File: config.mk
export PLATFORM = sky130hd
export DESIGN_NAME = llc_snoop_dir
export DESIGN_NICKNAME = d
export VERILOG_FILES = /design/src/rtl/snf_pkg.sv /design/src/rtl/snf_slice_sel.sv /design/src/rtl/snf_plru.sv /design/src/rtl/llc_snoop_dir.sv
export SDC_FILE = /design/constraint.sdc
export NUM_CORES = 1
export LEC_CHECK = 0
export ABC_AREA = 1
export CORE_MARGIN = 1.5
export CORE_UTILIZATION = 30
export CTS_CLUSTER_DIAMETER = 100
export DETAILED_ROUTE_END_ITERATION = 8
export DONT_BUFFER_PORTS = 1
export RECOVER_POWER = 100
export SLEW_MARGIN = 0
export SYNTH_ARGS = -nofsm -noshare
export SYNTH_HDL_FRONTEND = slang
export SYNTH_SLANG_ARGS = --single-unit
File: constraint.sdc
create_clock -name clk -period 9.8 [get_ports clk]
set_clock_uncertainty 0.05 [all_clocks]
set_input_delay 2.45 -clock clk [delete_from_list [all_inputs] [get_ports clk]]
set_output_delay 2.45 -clock clk [all_outputs]
set_load 0.01 [all_outputs]
File: src/rtl/snf_pkg.sv
// Shared types of the snoop-filtering directory slice.
// Assumes nothing beyond IEEE 1800-2017.
package snf_pkg;
    typedef enum logic [1:0] {
        SNP_FWD     = 2'd0,
        SNP_INV     = 2'd1,
        SNP_BACKINV = 2'd2
    } snp_kind_e;
endpackage

File: src/rtl/snf_slice_sel.sv
// Decides whether a line address belongs to this slice.
// The line bits are XOR-folded into SEL_W bits; SEL_W >= 1.
module snf_slice_sel #(
    parameter int LINE_W   = 10,
    parameter int SEL_W    = 2,
    parameter int SLICE_ID = 0
) (
    input  logic [LINE_W-1:0] line,
    output logic              mine
);
    logic [SEL_W-1:0] fold;

    // fold every line bit into slice bit (index mod SEL_W)
    always_comb begin
        fold = '0;
        for (int i = 0; i < LINE_W; i++) begin
            fold[i % SEL_W] = fold[i % SEL_W] ^ line[i];
        end
        mine = (fold == SEL_W'(SLICE_ID));
    end
endmodule

File: src/rtl/snf_plru.sv
// Tree pseudo-LRU state for every set of the slice.
// Assumes WAYS is a power of two; node 1 is the root, children 2n and 2n+1.
module snf_plru #(
    parameter int SETS = 4,
    parameter int WAYS = 4,
    localparam int SET_W = $clog2(SETS),
    localparam int WAY_W = $clog2(WAYS)
) (
    input  logic             clk,
    input  logic             rst_n,
    input  logic             touch_en,
    input  logic [SET_W-1:0] touch_set,
    input  logic [WAY_W-1:0] touch_way,
    input  logic [SET_W-1:0] rd_set,
    output logic [WAY_W-1:0] victim
);
    logic [WAYS-1:0] tree_q [SETS];
    logic [WAYS-1:0] tree_nxt;

    // walk the tree for the selected set: bit 0 goes low, bit 1 goes high
    always_comb begin
        int n;
        n = 1;
        for (int l = 0; l < WAY_W; l++) begin
            n = 2 * n + int'(tree_q[rd_set][n]);
        end
        victim = WAY_W'(n - WAYS);
    end

    // point every node on the used path away from the used way
    always_comb begin
        int n;
        tree_nxt = tree_q[touch_set];
        n = 1;
        for (int l = WAY_W - 1; l >= 0; l--) begin
            tree_nxt[n] = ~touch_way[l];
            n = 2 * n + int'(touch_way[l]);
        end
    end

    // hold tree state, cleared on reset
    always_ff @(posedge clk) begin
        if (!rst_n) begin
            for (int s = 0; s < SETS; s++) tree_q[s] <= '0;
        end else if (touch_en) begin
            tree_q[touch_set] <= tree_nxt;
        end
    end
endmodule

File: src/rtl/llc_snoop_dir.sv
// Tag and presence directory of one inclusive cache slice.
// Answers each accepted request one cycle later with hit/miss, snoop and
// memory request. Assumes fills and requests never share a cycle and that
// WAYS is a power of two.
module llc_snoop_dir #(
    parameter int NUM_CORES = 4,
    parameter int SETS      = 4,
    parameter int WAYS      = 4,
    parameter int LINE_W    = 10,
    parameter int SLICE_ID  = 0,
    localparam int CORE_W = $clog2(NUM_CORES),
    localparam int SET_W  = $clog2(SETS),
    localparam int WAY_W  = $clog2(WAYS),
    localparam int TAG_W  = LINE_W - SET_W
) (
    input  logic                 clk,
    input  logic                 rst_n,
    input  logic                 req_valid,
    input  logic [LINE_W-1:0]    req_line,
    input  logic [CORE_W-1:0]    req_core,
    input  logic                 req_rfo,
    input  logic                 fill_valid,
    input  logic [LINE_W-1:0]    fill_line,
    input  logic [CORE_W-1:0]    fill_core,
    output logic                 rsp_valid,
    output logic                 rsp_hit,
    output logic                 rsp_dirty,
    output logic                 snp_valid,
    output logic [NUM_CORES-1:0] snp_mask,
    output logic [1:0]           snp_type,
    output logic [LINE_W-1:0]    snp_addr,
    output logic                 miss_valid,
    output logic [LINE_W-1:0]    miss_addr
);
    import snf_pkg::*;

    logic [WAYS-1:0]      valid_q [SETS];
    logic [WAYS-1:0]      excl_q  [SETS];
    logic [TAG_W-1:0]     tag_q   [SETS][WAYS];
    logic [NUM_CORES-1:0] cvb_q   [SETS][WAYS];

    logic [SET_W-1:0]     r_set, f_set;
    logic [TAG_W-1:0]     r_tag, f_tag;
    logic                 r_mine, f_mine, accept;
    logic [WAYS-1:0]      r_match, f_match;
    logic                 r_hit, f_hit, free_any;
    logic [WAY_W-1:0]     hit_way, free_way, plru_way, use_way, f_way;
    logic [NUM_CORES-1:0] cur_cvb, req_bit, others, fill_bit;
    logic                 cur_excl, excl_other;

    assign r_set = req_line[SET_W-1:0];
    assign r_tag = req_line[LINE_W-1:SET_W];
    assign f_set = fill_line[SET_W-1:0];
    assign f_tag = fill_line[LINE_W-1:SET_W];

    snf_slice_sel #(.LINE_W(LINE_W), .SEL_W(CORE_W), .SLICE_ID(SLICE_ID))
        u_req_sel (.line(req_line), .mine(r_mine));
    snf_slice_sel #(.LINE_W(LINE_W), .SEL_W(CORE_W), .SLICE_ID(SLICE_ID))
        u_fill_sel (.line(fill_line), .mine(f_mine));

    // per-way tag compare for request and fill lookups
    for (genvar w = 0; w < WAYS; w++) begin : g_cmp
        assign r_match[w] = valid_q[r_set][w] && (tag_q[r_set][w] == r_tag);
        assign f_match[w] = valid_q[f_set][w] && (tag_q[f_set][w] == f_tag);
    end

    assign accept = req_valid && r_mine;

    snf_plru #(.SETS(SETS), .WAYS(WAYS)) u_plru (
        .clk(clk), .rst_n(rst_n),
        .touch_en(accept), .touch_set(r_set), .touch_way(use_way),
        .rd_set(r_set), .victim(plru_way)
    );

    // encode hit way, lowest free way and fill way
    always_comb begin
        hit_way  = '0;
        f_way    = '0;
        free_way = '0;
        for (int w = 0; w < WAYS; w++) begin
            if (r_match[w]) hit_way = WAY_W'(w);
            if (f_match[w]) f_way   = WAY_W'(w);
        end
        for (int w = WAYS - 1; w >= 0; w--) begin
            if (!valid_q[r_set][w]) free_way = WAY_W'(w);
        end
    end

    // choose the way in use and derive the presence masks
    always_comb begin
        r_hit    = |r_match;
        f_hit    = |f_match;
        free_any = ~&valid_q[r_set];
        use_way  = r_hit ? hit_way : (free_any ? free_way : plru_way);
        cur_cvb  = cvb_q[r_set][use_way];
        cur_excl = excl_q[r_set][use_way];
        req_bit  = '0;
        req_bit[req_core] = 1'b1;
        fill_bit = '0;
        fill_bit[fill_core] = 1'b1;
        others     = cur_cvb & ~req_bit;
        excl_other = cur_excl && (others != '0);
    end

    // directory update and registered response
    always_ff @(posedge clk) begin
        if (!rst_n) begin
            rsp_valid  <= 1'b0;
            rsp_hit    <= 1'b0;
            rsp_dirty  <= 1'b0;
            snp_valid  <= 1'b0;
            snp_mask   <= '0;
            snp_type   <= SNP_FWD;
            snp_addr   <= '0;
            miss_valid <= 1'b0;
            miss_addr  <= '0;
            for (int s = 0; s < SETS; s++) begin
                valid_q[s] <= '0;
                excl_q[s]  <= '0;
                for (int w = 0; w < WAYS; w++) cvb_q[s][w] <= '0;
            end
        end else begin
            rsp_valid  <= 1'b0;
            snp_valid  <= 1'b0;
            miss_valid <= 1'b0;
            if (accept) begin
                rsp_valid <= 1'b1;
                rsp_hit   <= r_hit;
                if (r_hit) begin
                    snp_addr  <= req_line;
                    snp_mask  <= others;
                    rsp_dirty <= excl_other;
                    if (req_rfo) begin
                        snp_valid <= (others != '0);
                        snp_type  <= SNP_INV;
                        cvb_q[r_set][use_way]  <= req_bit;
                        excl_q[r_set][use_way] <= 1'b1;
                    end else begin
                        snp_valid <= excl_other;
                        snp_type  <= SNP_FWD;
                        cvb_q[r_set][use_way]  <= cur_cvb | req_bit;
                        excl_q[r_set][use_way] <= cur_excl && (cur_cvb == req_bit);
                    end
                end else begin
                    rsp_dirty  <= 1'b0;
                    miss_valid <= 1'b1;
                    miss_addr  <= req_line;
                    if (!free_any && cur_cvb != '0) begin
                        snp_valid <= 1'b1;
                        snp_type  <= SNP_BACKINV;
                        snp_mask  <= cur_cvb;
                        snp_addr  <= {tag_q[r_set][use_way], r_set};
                    end
                    valid_q[r_set][use_way] <= 1'b1;
                    tag_q[r_set][use_way]   <= r_tag;
                    cvb_q[r_set][use_way]   <= '0;
                    excl_q[r_set][use_way]  <= req_rfo;
                end
            end
            if (fill_valid && f_mine && f_hit) begin
                cvb_q[f_set][f_way] <= cvb_q[f_set][f_way] | fill_bit;
            end
        end
    end
endmodule

* Yosys cells after proc, flatten, opt, wreduce, memory -nomap -nowiden
Memories as Yosys holds them, arrays and structs flattened.
Cells that the tools add are included.
** Word-level totals
- Bits in latches :: 0
- RAM bits :: 240
- Register bits after elaboration :: 31
- ROM bits :: 0
- Logic and storage cells :: 273
- Input bits :: 29
- Output and inout bits :: 31
- Memories :: 5
** Cells by class
- Multiplexer cells :: 132
- Reductions and logical operators :: 36
- Add/subtract/negate cells :: 4
- Multiply operators :: 0
- Bitwise gates (word level) :: 65
- Div/mod/pow operators :: 0
- Shifts and indexed selects :: 0
- Order comparisons :: 13
- Eq/ne operators :: 9
** Memory list
- tag_q :: depth 4, bits a word 32, rd ports 2, clocked after Yosys merged registers in 0, wr ports 1, line llc_snoop_dir.sv:39 : logic [TAG_W-1:0] tag_q [SETS][WAYS];
- cvb_q :: depth 4, bits a word 16, rd ports 2, clocked after Yosys merged registers in 0, wr ports 4, line llc_snoop_dir.sv:40 : logic [NUM_CORES-1:0] cvb_q [SETS][WAYS];
- excl_q :: depth 4, bits a word 4, rd ports 1, clocked after Yosys merged registers in 0, wr ports 4, line llc_snoop_dir.sv:38 : logic [WAYS-1:0] excl_q [SETS];
- u_plru.tree_q :: depth 4, bits a word 4, rd ports 1, clocked after Yosys merged registers in 0, wr ports 4, line snf_plru.sv:17 : logic [WAYS-1:0] tree_q [SETS];
- valid_q :: depth 4, bits a word 4, rd ports 2, clocked after Yosys merged registers in 0, wr ports 4, line llc_snoop_dir.sv:37 : logic [WAYS-1:0] valid_q [SETS];
** Operator list (number)
- 16-bit 2-to-1 mux :: 8
- 1-bit 2-to-1 mux :: 72
- 8-bit == test :: 8
- 4-bit 2-to-1 mux :: 16
- 1-bit bitwise OR :: 40
- 2-bit 2-to-1 mux :: 17
- 32-bit by 1-bit >= comparator with 1-bit output, second input constant :: 1
- 32-bit by 4-bit less-than comparator with 1-bit output, second input constant :: 1
- 32-bit 2-to-1 mux :: 1
- 16-bit OR reduction :: 2
- 8-bit 2-to-1 mux :: 3
- 1-bit logical AND :: 20
- 10-bit 2-to-1 mux :: 2
- 4-bit OR reduction :: 5
- 4-bit binary-select mux with 2-bit select :: 2
- 8-bit binary-select mux with 2-bit select :: 1
- 4-bit demux with 2-bit select :: 2
- 8-bit demux with 2-bit select :: 1
- 1-bit XOR :: 16
- 2-bit by 3-bit less-than comparator with 1-bit output, second input constant :: 3
- 1-bit demux with 2-bit select :: 4
- 4-bit bitwise OR :: 2
- 4-bit nonzero test :: 2
- 2-bit by 1-bit adder with 3-bit output, first input constant :: 2
- 17 further kinds :: 28

* Depth between registers and ports, before layout
Gate-level depths: netlist of run 1.
An unclocked memory read counts as a cell.
- Word-level depth :: 19
- Gate-level depth with buffers :: 32
- Mapped depth without buffers :: 27

* By module
From an unflattened synthesis of run 1, not the netlist that was laid out.
** Second synthesis, totals
- Cell total of the unflattened synthesis :: 1904
- Area total of the unflattened synthesis :: 15524.9 µm²
** By module, submodules not included
- llc_snoop_dir :: instances 1, cells an instance 1764, area an instance 14570.2 µm², sequential area each 7347.0 µm²
- snf_plru :: instances 1, cells an instance 84, area an instance 679.4 µm², sequential area each 360.3 µm²
- snf_slice_sel :: instances 2, cells an instance 28, area an instance 137.6 µm², sequential area each 0.0 µm²

* Worst setup path after synthesis of run 1
OpenSTA, ideal clock, no wires.
- Kind :: in2reg
- Start :: in req_line[0]
- End :: mem tag_q[0][16] in the netlist's numbering, enable pin
- Stages :: 22
- Library setup time :: 0.370 ns
- Buffers on the path :: 5
- Slack :: 4.446 ns
- Data arrival time :: 4.934 ns
- Cell sequence :: buf_6 -> inv_2 -> buf_6 -> buf_4 -> nand2_1 -> nand2_1 -> nand2_1 -> nand3_1 -> nand2_1 -> nor2_1 -> nand3_1 -> nor2_1 -> inv_1 -> nand2_4 -> nand2_4 -> buf_6 -> nor2_4 -> inv_2 -> nor2_1 -> inv_2 -> clkbuf_1 -> nor2_1
** Between the ends
- Longest elaborated chain between the ends :: 15
- Elaborated cells between the ends (all ways) :: 44
- Classes of those cells :: add/sub (3); order compare (2); eq/ne (4); mux (18); bitwise (5); reduce/logical (9); memory (3)
** Ends and longest elaborated chain
- start, declared :: line llc_snoop_dir.sv:19 : input logic [LINE_W-1:0] req_line,
- memory 4 x 4 bit
- 2-bit by 1-bit adder with 3-bit output :: line snf_plru.sv:25 : n = 2 * n + int'(tree_q[rd_set][n]);
- 1-bit binary-select mux with 2-bit select :: line snf_plru.sv:25
- 1-bit 2-to-1 mux (implied by the code) (2 in a row) :: line snf_plru.sv:25
- 2-bit adder :: line snf_plru.sv:25
- 2-bit by 1-bit subtractor with 2-bit output :: line snf_plru.sv:27 : victim = WAY_W'(n - WAYS);
- 2-bit 2-to-1 mux (2 in a row) :: line llc_snoop_dir.sv:94 : use_way = r_hit ? hit_way : (free_any ? free_way : plru_way);
- 2-bit NOT with 3-bit output (implied by the code) :: line llc_snoop_dir.sv:155 : tag_q[r_set][use_way] <= r_tag;
- 3-bit >= comparator (implied by the code) / 3-bit by 1-bit less-than comparator with 1-bit output (equally long branches) :: line llc_snoop_dir.sv:155
- 1-bit logical AND (implied by the code) :: line llc_snoop_dir.sv:155
- 8-bit 2-to-1 mux (implied by the code) :: line llc_snoop_dir.sv:155
- 8-bit demux with 2-bit select :: line llc_snoop_dir.sv:155
- 32-bit 2-to-1 mux (implied by the code) :: line llc_snoop_dir.sv:155
- end, declared :: line llc_snoop_dir.sv:39
Parallel ways exist; a longest one is shown, timed or not. The select of a mux whose other input is x is not followed.

* Final worst setup path of run 1
- Start :: in req_line[0]
- End :: mem tag_q[3][1] in the netlist's numbering, enable pin
Same word-level chain as after synthesis.

==> impl_metrics.json, run 1 <==
{
  "wl_per_cell_um": 22.2,
  "holdPathStages": 2,
  "grt_pass1_vias": 12972,
  "io_pins": 60,
  "synth_nets": 1882,
  "cts_hold_buf": 0,
  "worstMarginPinSlew_ns": 1.64,
  "cts-root-buf": "clkbuf_16",
  "die_y_um": 228,
  "finalMaxSlewViolations": 39,
  "path_class": "in2reg",
  "ant_nets": 0,
  "ys_warn_count": 0,
  "critPathBufInv": 4,
  "tns_ns": 0,
  "cpMaxStageDelayCell": "nand2_1",
  "finalWeightedCongestion": 0.949,
  "whs_ns": 0.478,
  "start_util_pct": 30.4,
  "hp-start": "snp_type[0]",
  "endpoint_kind": "flop",
  "r2r_slack_ns": 5.61,
  "worstReg2RegEnd": "tag_q[3][1]",
  "reg2reg_from": "tag_q[2][13]",
  "vias_per_cell": 5.54,
  "antenna_cells": 0,
  "fin_crit_sh_pct": 82.0,
  "place_area_sq_um": 15700,
  "max_slew_margin_pct": -9.58,
  "critical_path.cell_chain": "inv_1 -> nand2_1 -> nor2_1 -> nor2_1 -> nand2_1 -> nand2_1 -> nand2_1 -> inv_1 -> nand3_1 -> nor2_1 -> nor2_2 -> nand2_1 -> nor2_2 -> inv_2 -> nor2_1 -> inv_2 -> nor2_1",
  "setup_viol": 0,
  "fin_nets": 1839,
  "grt_max_degree": 91,
  "reg2regPathDepth": 16,
  "core_sq_um": 50100,
  "syn_to_final_growth_pct": 9.58,
  "ys_seq_elements": 267,
  "drc_errors": 0,
  "holdPathEnd": "snp_type[0]",
  "pwr_density_cell_nw_per_um2": 166,
  "dp_hpwl_um": 39100,
  "track_usage_pct": 20.7,
  "path_max_fanout": 90,
  "cts_sinks": 267,
  "violations": "max-capacitance violations, max-slew violations",
  "rsz0062_at_grt": "no",
  "clk_latency_ns": 0.58,
  "cts-buffers-inserted": 30,
  "status": "complete, but fails checks",
  "cts_buffer_depth": 3,
  "syn_inst": 1845,
  "io_buffers": 0,
  "fmax_ghz": 0.124,
  "antenna_found_initial": 1,
  "min_period_ns": 8.04,
  "drt-total-wl_um": 55500,
  "cp.arrival_ns": 8.19,
  "drt_iter0_drc": 1660,
  "slowest_delay_ns": 1.29,
  "stdcell_area_sq_um": 16700,
  "synth_area_sq_um": 15200,
  "postLayoutCoreUtil_pct": 33.3,
  "synth_cell_type_count": 45,
  "vias": 13837,
  "synth_area_per_cell_sq_um": 8.24,
  "critical_path.top_delay_family": "simple AND/OR/NAND/NOR gates",
  "die_w_um": 228,
  "ys_seq_area_share_pct": 50.7,
  "dieArea_sq_um": 52100,
  "max-vdd-ir-drop_uv": 132,
  "required_ns": 9.95,
  "post_cts_buffers": 0,
  "power_leakage_nw": 6.64,
  "drv_cap": 1,
  "drtPass1Iterations": 6,
  "drive_gt1_share_pct": 5.20,
  "crit_path_start_kind": "primary input",
  "row_count": 82,
  "h-tree-depth": 1,
  "hold_violations": 0,
  "hold_class": "reg2reg",
  "cts_resized": 0,
  "overflow": 0,
  "cts.clk_slew.worst_paths_ns": 0.06,
  "grt_pass1_wl_um": 82200,
  "cts_tree": "done"
}
worst max path at each step:
stage,startpoint,to,slack (ns),depth (start not counted)
2_1_floorplan,req_line[0],tag_q[0][16],4.45,22
3_3_place_gp,req_line[0],tag_q[3][5],2.55,17
3_5_place_dp,req_line[0],tag_q[3][6],2.52,17
4_1_cts,req_line[0],tag_q[3][3],3.09,17
5_1_grt,req_line[0],tag_q[0][26],1.35,17
6_report,req_line[0],tag_q[3][1],1.76,17
sequential cells by signal, indices dropped and copies added (netlist names):
name,cells
tag_q,128
cvb_q,64
excl_q,16
valid_q,16
u_plru.tree_q,12
miss_addr,10
snp_addr,10
snp_mask,4
snp_type,2
miss_valid,1
rsp_dirty,1
rsp_hit,1
rsp_valid,1
snp_valid,1
cell families after synthesis:
| group | share of synthesized area, % |
|---|---|
| AND/OR/NAND/NOR | 24.8 |
| adder cells (fa/ha/maj) | 0.658 |
| XOR/XNOR | 1.38 |
| AO/OA/AOI/OAI | 15.0 |
| buffers and inverters | 7.44 |
| flip-flops | 50.7 |
cell usage in the layout (no fill, tap or decap), types with 3 or more instances in the layout:
| master | count |
|---|---|
| a211oi_1 | 11 |
| a21oi_1 | 63 |
| a221o_1 | 6 |
| a221oi_1 | 18 |
| a22oi_1 | 53 |
| a31oi_1 | 3 |
| buf_4 | 7 |
| clkbuf_1 | 8 |
| clkbuf_16 | 33 |
| clkbuf_8 | 8 |
| clkinv_1 | 3 |
| clkinv_2 | 3 |
| dfxtp_1 | 31 |
| edfxtp_1 | 236 |
| ha_1 | 8 |
| inv_1 | 174 |
| inv_2 | 8 |
| nand2_1 | 561 |
| nand2_2 | 7 |
| nand3_1 | 117 |
| nand4_1 | 11 |
| nor2_1 | 190 |
| nor2_2 | 7 |
| nor2_4 | 4 |
| nor3_1 | 5 |
| o211ai_1 | 16 |
| o21ai_0 | 80 |
| o21ai_1 | 7 |
| o221ai_1 | 14 |
| o22ai_1 | 83 |
| or2_2 | 7 |
| xnor2_1 | 8 |
| xor2_1 | 16 |
metal layers:
metal | GRT usage, % | vias up | part of all wire (%)
li1 | - | 6257 | -
met1 | 27.9 | 6641 | 41
met2 | 34.0 | 811 | 47
met3 | 3.14 | 128 | 8.5
met4 | 6.77 | 0 | 3.5
met5 | 0 | - | 0
where the power goes:
part	switching, mW	leakage (nW)	internal (mW)
Combinational	0.248	3.62	0.0895
Sequential	0.0188	2.52	1.27
Clock	0.475	0.506	0.676
Total	0.742	6.64	2.03
metrics by stage:
stage          power, mW  setup slack [ns]  cells
4_1_cts             2.78              3.09   2498
3_5_place_dp        1.64              2.52   2442
6_report            2.77              1.76   2498
2_1_floorplan       1.54              4.45   1845
3_3_place_gp        1.64              2.55   2442
5_1_grt             2.86              1.35   2498
cells in the mapped netlist, drive strengths merged:
| master | count | area, sq um |
|---|---|---|
| buf | 41 | 279 |
| o221ai | 14 | 123 |
| nand4 | 11 | 68.8 |
| nand2 | 570 | 2170 |
| edfxtp | 236 | 7090 |
| nor3b | 1 | 12.5 |
| o22ai | 83 | 519 |
| or2 | 7 | 43.8 |
| nor3 | 5 | 25.0 |
| a21oi | 65 | 333 |
| clkbuf | 42 | 158 |
| inv | 183 | 687 |
| o21a | 1 | 7.51 |
| o21ai | 87 | 435 |
| o211ai | 16 | 120 |
| a221oi | 18 | 158 |
| a22oi | 53 | 398 |
| nor2 | 201 | 812 |
| a211oi | 11 | 82.6 |
| a21boi | 1 | 7.51 |
| clkinv | 2 | 7.51 |
| a221o | 6 | 60.1 |
| xnor2 | 8 | 70.1 |
| xor2 | 16 | 140 |
| a31oi | 3 | 18.8 |
| nand3b | 1 | 7.51 |
| and3 | 2 | 12.5 |
| a22o | 2 | 17.5 |
| nor4 | 1 | 6.26 |
| nand3 | 118 | 608 |
| dfxtp | 31 | 621 |
| ha | 8 | 100 |
| o2111ai | 1 | 8.76 |
layout make-up:
class,instances,area [sq um]
multi-input combinational,1310,6350
fill,5317,33400
timing repair buffer,8,56.3
clock inverter,6,38.8
tap,672,841
inverter,185,694
sequential,267,7710
clock buffer,50,975
tightest hold or removal path, cell delays in order (launching register included):
cell and delay, ns:
dfxtp_1 0.35, nand3_1 0.09, nand2_1 0.04
No activity file was read; power rests on OpenSTA's default activity.
==> run 2, diff against run 1 <==
- ABC_AREA: 1 -> 0
- clock period: 9.8 -> 7.2 ns (I/O delays scaled with it)
==> run 2 against run 1 <==
  * The run still ends with max-capacitance violations, max-slew violations left
  * Critical path depth decreased by 6
  * Total power increased by 34%
  * Utilization about the same
  * Routed wire length decreased by 20%
  * Largest cell class unchanged
  * Flip-flop and latch count unchanged
  * Setup slack got worse by 0.63 ns
==> impl_metrics.json, run 2 <==
{
  "cts_resized": 0,
  "final_cell_mix": "edfxtp_1, nand2_1, mux4_2",
  "grt_max_degree": 75,
  "cp.arrival_ns": 6.32,
  "largestRegisters": "tag_q (128), cvb_q (64)",
  "io_pins": 60,
  "clk_latency_ns": 0.58,
  "cts-buffers-inserted": 28,
  "ys_seq_area_share_pct": 51.5,
  "worstMarginPinSlew_ns": 1.73,
  "min_period_ns": 6.07,
  "cts_buffer_depth": 3,
  "vias": 10160,
  "fin_total_pwr_mw": 3.71,
  "wl_per_cell_um": 24.9,
  "top_register": "tag_q",
  "synth_top_family_by_area": "multiplexers",
  "finalWeightedCongestion": 0.973,
  "path_class": "in2reg",
  "syn_to_final_growth_pct": 9.01,
  "cts_tree": "done",
  "finalNonFillerCells": 1783,
  "rsz0062_at_grt": "no",
  "cts_sinks": 267,
  "antenna_cells": 0,
  "antenna_found_initial": 0,
  "die_y_um": 226,
  "tns_ns": 0,
  "cts_hold_buf": 0,
  "ys_warn_count": 0,
  "synth-simple-area-share_pct": 11.9,
  "die_w_um": 226,
  "drc_errors": 0,
  "max_slew_margin_pct": -16.0,
  "met2_usage_pct": 29.1,
  "ant_nets": 0,
  "vias_per_cell": 5.70,
  "dp_hpwl_um": 30900,
  "crit_path_start_kind": "primary input",
  "met3_usage_pct": 3.17,
  "synth_area_per_cell_sq_um": 13.0,
  "synth_nets": 1186,
  "synth-edff-count": 236,
  "synth_cell_type_count": 72,
  "grt_use_met1_pct": 23.1,
  "start_util_pct": 30.5,
  "synth_top_area_share_pct": 47.3,
  "fillers": 4863,
  "largest_reg_flops": 128,
  "ys_seq_elements": 267,
  "layout_commonest_cell": "edfxtp_1",
  "post_cts_buffers": 0,
  "drtPass1Iterations": 5,
  "io_buffers": 0,
  "row_count": 81,
  "r2r_slack_ns": 1.99,
  "synth.area.mux_share_pct": 18.1,
  "synth_commonest_cells": "edfxtp_1, nand2_1, mux4_2",
  "pwr_density_cell_nw_per_um2": 227,
  "synth-compound-area-share_pct": 9.59,
  "synthAdderAreaFrac_pct": 0.668,
  "fin_nets": 1134,
  "grt_pass1_wl_um": 66100,
  "synth_area_sq_um": 15000,
  "yosysTopAreaCell": "edfxtp_1",
  "syn_inst": 1149,
  "top_usage_layer": "met2",
  "track_usage_pct": 17.3,
  "synth.most_common_cell": "edfxtp_1",
  "drv_cap": 1,
  "status": "complete, but fails checks",
  "fmax_ghz": 0.165,
  "hold_violations": 0,
  "overflow": 0,
  "drt-total-wl_um": 44400,
  "path_max_fanout": 74,
  "synth.area.top_cells": "edfxtp_1, mux4_2, dfxtp_1",
  "h-tree-depth": 1,
  "drt_iter0_drc": 1134,
  "endpoint_kind": "flop",
  "hold_class": "reg2reg",
  "violations": "max-capacitance violations, max-slew violations",
  "cts-root-buf": "clkbuf_16",
  "whs_ns": 0.455,
  "power_leakage_nw": 5.09,
  "required_ns": 7.44,
  "dp.cells": 1731,
  "synth-main-ff-cell": "edfxtp_1",
  "cts.clk_slew.worst_paths_ns": 0.06,
  "synthArstFlopShare_pct": 0,
  "setup_viol": 0,
  "finalMaxSlewViolations": 7,
  "dieArea_sq_um": 51300,
  "grt_pass1_vias": 9970,
  "fin_crit_sh_pct": 84.4,
  "synthXorXnorAreaFrac_pct": 4.78,
  "core_sq_um": 49100,
  "drive_gt1_share_pct": 18.0,
  "max-vdd-ir-drop_uv": 190
}
## run 2: cell count changes after synthesis, moves of 79 or more
cell and change:
inv_1 -156, mux4_2 +110, nand2_1 -421, nand3_1 -95, nor2_1 -111, o22ai_1 -79
## run 2: worst paths after layout
path | from | end | cells past startpoint
max | req_line[0] | excl_q[0][0] | 11
min | snp_mask[3] | snp_mask[3] | 2
max reg2reg | tag_q[1][28] | excl_q[0][0] | 11
min reg2reg | snp_mask[3] | snp_mask[3] | 2
## run 2: kinds of logic after synthesis
kind of cell | count (synthesis)
xor+xnor | 80
flops | 267
simple gates | 359
compound gates | 195
mux | 131
fa+ha+maj | 8
buf+inv | 109
## run 2: per-stage QoR
| step | setup slack, ns | area, sq um | utilization (%) |
|---|---|---|---|
| 5_1_grt | 0.953 | 16300 | 33.3 |
| 4_1_cts | 1.85 | 16400 | 33.5 |
| 3_3_place_gp | 1.40 | 15400 | 31.4 |
| 6_report | 1.13 | 16300 | 33.3 |
| 2_1_floorplan | 1.81 | 15000 | - |
| 3_5_place_dp | 1.26 | 15400 | 31.4 |
## run 2: final cells by class
type / count / area [sq um] / share of cell area [%]
Inverter: 18 / 68.8 / 0.422
Multi-Input combinational cell: 773 / 6680 / 40.9
Tap cell: 664 / 831 / 5.09
Sequential cell: 267 / 7710 / 47.2
Clock buffer: 31 / 712 / 4.36
Clock inverter: 21 / 283 / 1.73
Timing Repair Buffer: 9 / 45.0 / 0.276
## run 2: critical path: stages
cell	delay [ns]
mux4_2	0.55
xor2_1	0.16
nor4_1	0.66
a21o_1	0.31
o31ai_1	0.11
nand2_1	0.31
clkbuf_1	0.78
o211ai_1	0.36
a31oi_1	0.91
nand2b_1	0.27
nor2_1	0.06
## run 2: routing by layer
metal,share of wire [%],up-vias
li1,-,4369
met1,40,5189
met2,49,520
met3,8.2,82
met4,2.6,0
met5,0,-
## run 2: report_power, final
group	total, mW	switching (mW)	leakage (nW)	internal (mW)
clock	1.58	0.643	0.492	0.934
sequential	1.74	0.0222	2.52	1.72
combinational	0.387	0.225	2.08	0.162
==> run 3, diff against run 2 <==
- clock period: 7.2 -> 5.6 ns (I/O delays scaled with it)
==> run 3 against run 2 <==
  * The run now ends clean
  * Via count is 0.69% lower
  * Cell count is 1.1% higher
  * Clock power is 16% higher
  * Largest cell class unchanged
==> impl_metrics.json, run 3 (synthesis results as in run 2) <==
{
  "max-vdd-ir-drop_uv": 218,
  "cts_tree": "done",
  "cts-root-buf": "clkbuf_16",
  "largest_reg_flops": 128,
  "largestRegisters": "tag_q (128), cvb_q (64)",
  "grt_pass1_wl_um": 64700,
  "syn_to_final_growth_pct": 9.22,
  "critical_path.top_delay_family": "simple AND/OR/NAND/NOR gates",
  "hp-start": "snp_mask[0]",
  "wl_per_cell_um": 23.9,
  "die_y_um": 226,
  "ant_nets": 0,
  "reg2reg_from": "tag_q[2][24]",
  "io_pins": 60,
  "cpMaxStageDelayCell": "nor4_1",
  "antenna_cells": 0,
  "drtPass1Iterations": 8,
  "drive_gt1_share_pct": 18.7,
  "dp_hpwl_um": 30300,
  "max_slew_margin_pct": 3.84,
  "pwr-share-clk_pct": 40.0,
  "critical_path.cell_chain": "mux4_2 -> xor2_1 -> nor4_1 -> a21oi_1 -> or4b_1 -> a21o_1 -> and4_1 -> ha_1 -> nor4_1 -> a31oi_1 -> or2_2 -> nor2_1",
  "fin_nets": 1156,
  "setup_viol": 0,
  "swShare_pct": 24.3,
  "drv_cap": 0,
  "cts.clk_slew.worst_paths_ns": 0.07,
  "power_frac_comb_pct": 10.9,
  "finalMaxSlewViolations": 0,
  "cts_sinks": 267,
  "vias": 10090,
  "postLayoutCoreUtil_pct": 33.3,
  "die_w_um": 226,
  "h-tree-depth": 1,
  "top_register": "tag_q",
  "fin_crit_sh_pct": 91.3,
  "place_area_sq_um": 15600,
  "critPathBufInv": 0,
  "reg2regPathDepth": 12,
  "path_max_fanout": 74,
  "overflow": 0,
  "dieArea_sq_um": 51300,
  "holdPathEnd": "snp_mask[0]",
  "r2r_slack_ns": 0.99,
  "p_int_mw": 3.45,
  "drt-total-wl_um": 43000,
  "min_period_ns": 5.11,
  "cts_buffer_depth": 3,
  "vias_per_cell": 5.60,
  "finalWeightedCongestion": 0.962,
  "layout_commonest_cell": "edfxtp_1",
  "drt_iter0_drc": 1010,
  "seq_power_share_pct": 49.1,
  "hold_violations": 0,
  "power_leakage_nw": 5.12,
  "cp.arrival_ns": 5.48,
  "grt_max_degree": 75,
  "cpMostUsedCell": "nor4_1",
  "row_count": 81,
  "cts_hold_buf": 0,
  "cts_resized": 0,
  "drc_errors": 0,
  "grt_pass1_vias": 10007,
  "crit_path_start_kind": "primary input",
  "antenna_found_initial": 0,
  "tns_ns": 0,
  "worstReg2RegEnd": "excl_q[0][1]",
  "fmax_ghz": 0.196,
  "status": "finished, final reports clean",
  "required_ns": 5.97,
  "endpoint_kind": "flop",
  "whs_ns": 0.448,
  "holdPathStages": 2,
  "cts-buffers-inserted": 27,
  "slowest_delay_ns": 0.70,
  "worstMarginPinSlew_ns": 1.44,
  "path_class": "in2reg",
  "post_cts_buffers": 0,
  "power.switching_mw": 1.11,
  "io_buffers": 0,
  "rsz0062_at_grt": "no",
  "pwr_density_cell_nw_per_um2": 279,
  "core_sq_um": 49100,
  "start_util_pct": 30.5,
  "clk_latency_ns": 0.57,
  "track_usage_pct": 16.8,
  "final_cell_mix": "edfxtp_1, nand2_1, mux4_2",
  "stdcell_area_sq_um": 16400,
  "hold_class": "reg2reg"
}
[run 3: cell types whose count changed in the layout (fill, tap and decap cells not counted), sizes merged]
cell,before,now
buf,3,21
clkbuf,37,43
clkinv,15,9
clkinvlp,1,5
bufinv,6,3
inv,17,18
[run 3: power by group through the flow]
| stage | logic [mW] | clock network, mW | registers, mW |
|---|---|---|---|
| 5_1_grt | 0.530 | 1.93 | 2.24 |
| 6_report | 0.498 | 1.83 | 2.24 |
| 3_3_place_gp | 0.499 | 0 | 2.28 |
| 3_5_place_dp | 0.502 | 0 | 2.28 |
| 4_1_cts | 0.504 | 1.86 | 2.24 |
| 2_1_floorplan | 0.435 | 0 | 2.27 |
[run 3: worst max-delay path by stage]
stage / start / to / cells past startpoint
6_report: req_line[0] / excl_q[0][1] / 12
5_1_grt: req_line[0] / tag_q[2][28] / 11
3_5_place_dp: req_line[0] / cvb_q[3][9] / 11
2_1_floorplan: req_line[0] / excl_q[1][0] / 15
4_1_cts: req_line[0] / excl_q[0][1] / 12
3_3_place_gp: req_line[0] / excl_q[0][1] / 12
[run 3: layout make-up]
type | instances | area [sq um]
Tap cell | 664 | 831
Timing Repair Buffer | 32 | 199
Multi-Input combinational cell | 773 | 6670
Inverter | 18 | 68.8
Sequential cell | 267 | 7710
Fill cell | 4848 | 32700
Clock buffer | 32 | 694
Clock inverter | 17 | 184
[run 3: through the flow]
step / power [mW] / std cells / worst slack, ns
floorplan: 2.71 / 1149 / 0.614
global route: 4.71 / 1803 / 0.301
finish: 4.56 / 1803 / 0.485
detailed placement: 2.79 / 1754 / 0.358
global placement: 2.78 / 1754 / 0.418
CTS: 4.60 / 1803 / 0.940
[run 3: worst register-to-register path, stage by stage (launching register included)]
cell,delay (ns)
edfxtp_1,0.39
mux4_2,0.50
xor2_1,0.17
nor4_1,0.70
a21oi_1,0.35
or4b_1,0.58
a21o_1,0.17
and4_1,0.20
ha_1,0.28
nor4_1,0.28
a31oi_1,0.26
or2_2,0.42
nor2_1,0.10
[run 3: metal layers]
layer / vias to the layer above / routed length [um] / GRT usage [%] / part of all wire [%]
met2: 442 / 21200 / 28.4 / 49
met4: 0 / 1040 / 4.11 / 2.4
met1: 5139 / 17100 / 21.5 / 40
met3: 77 / 3660 / 4.09 / 8.5
met5: - / 0 / 0 / 0
li1: 4432 / - / - / -
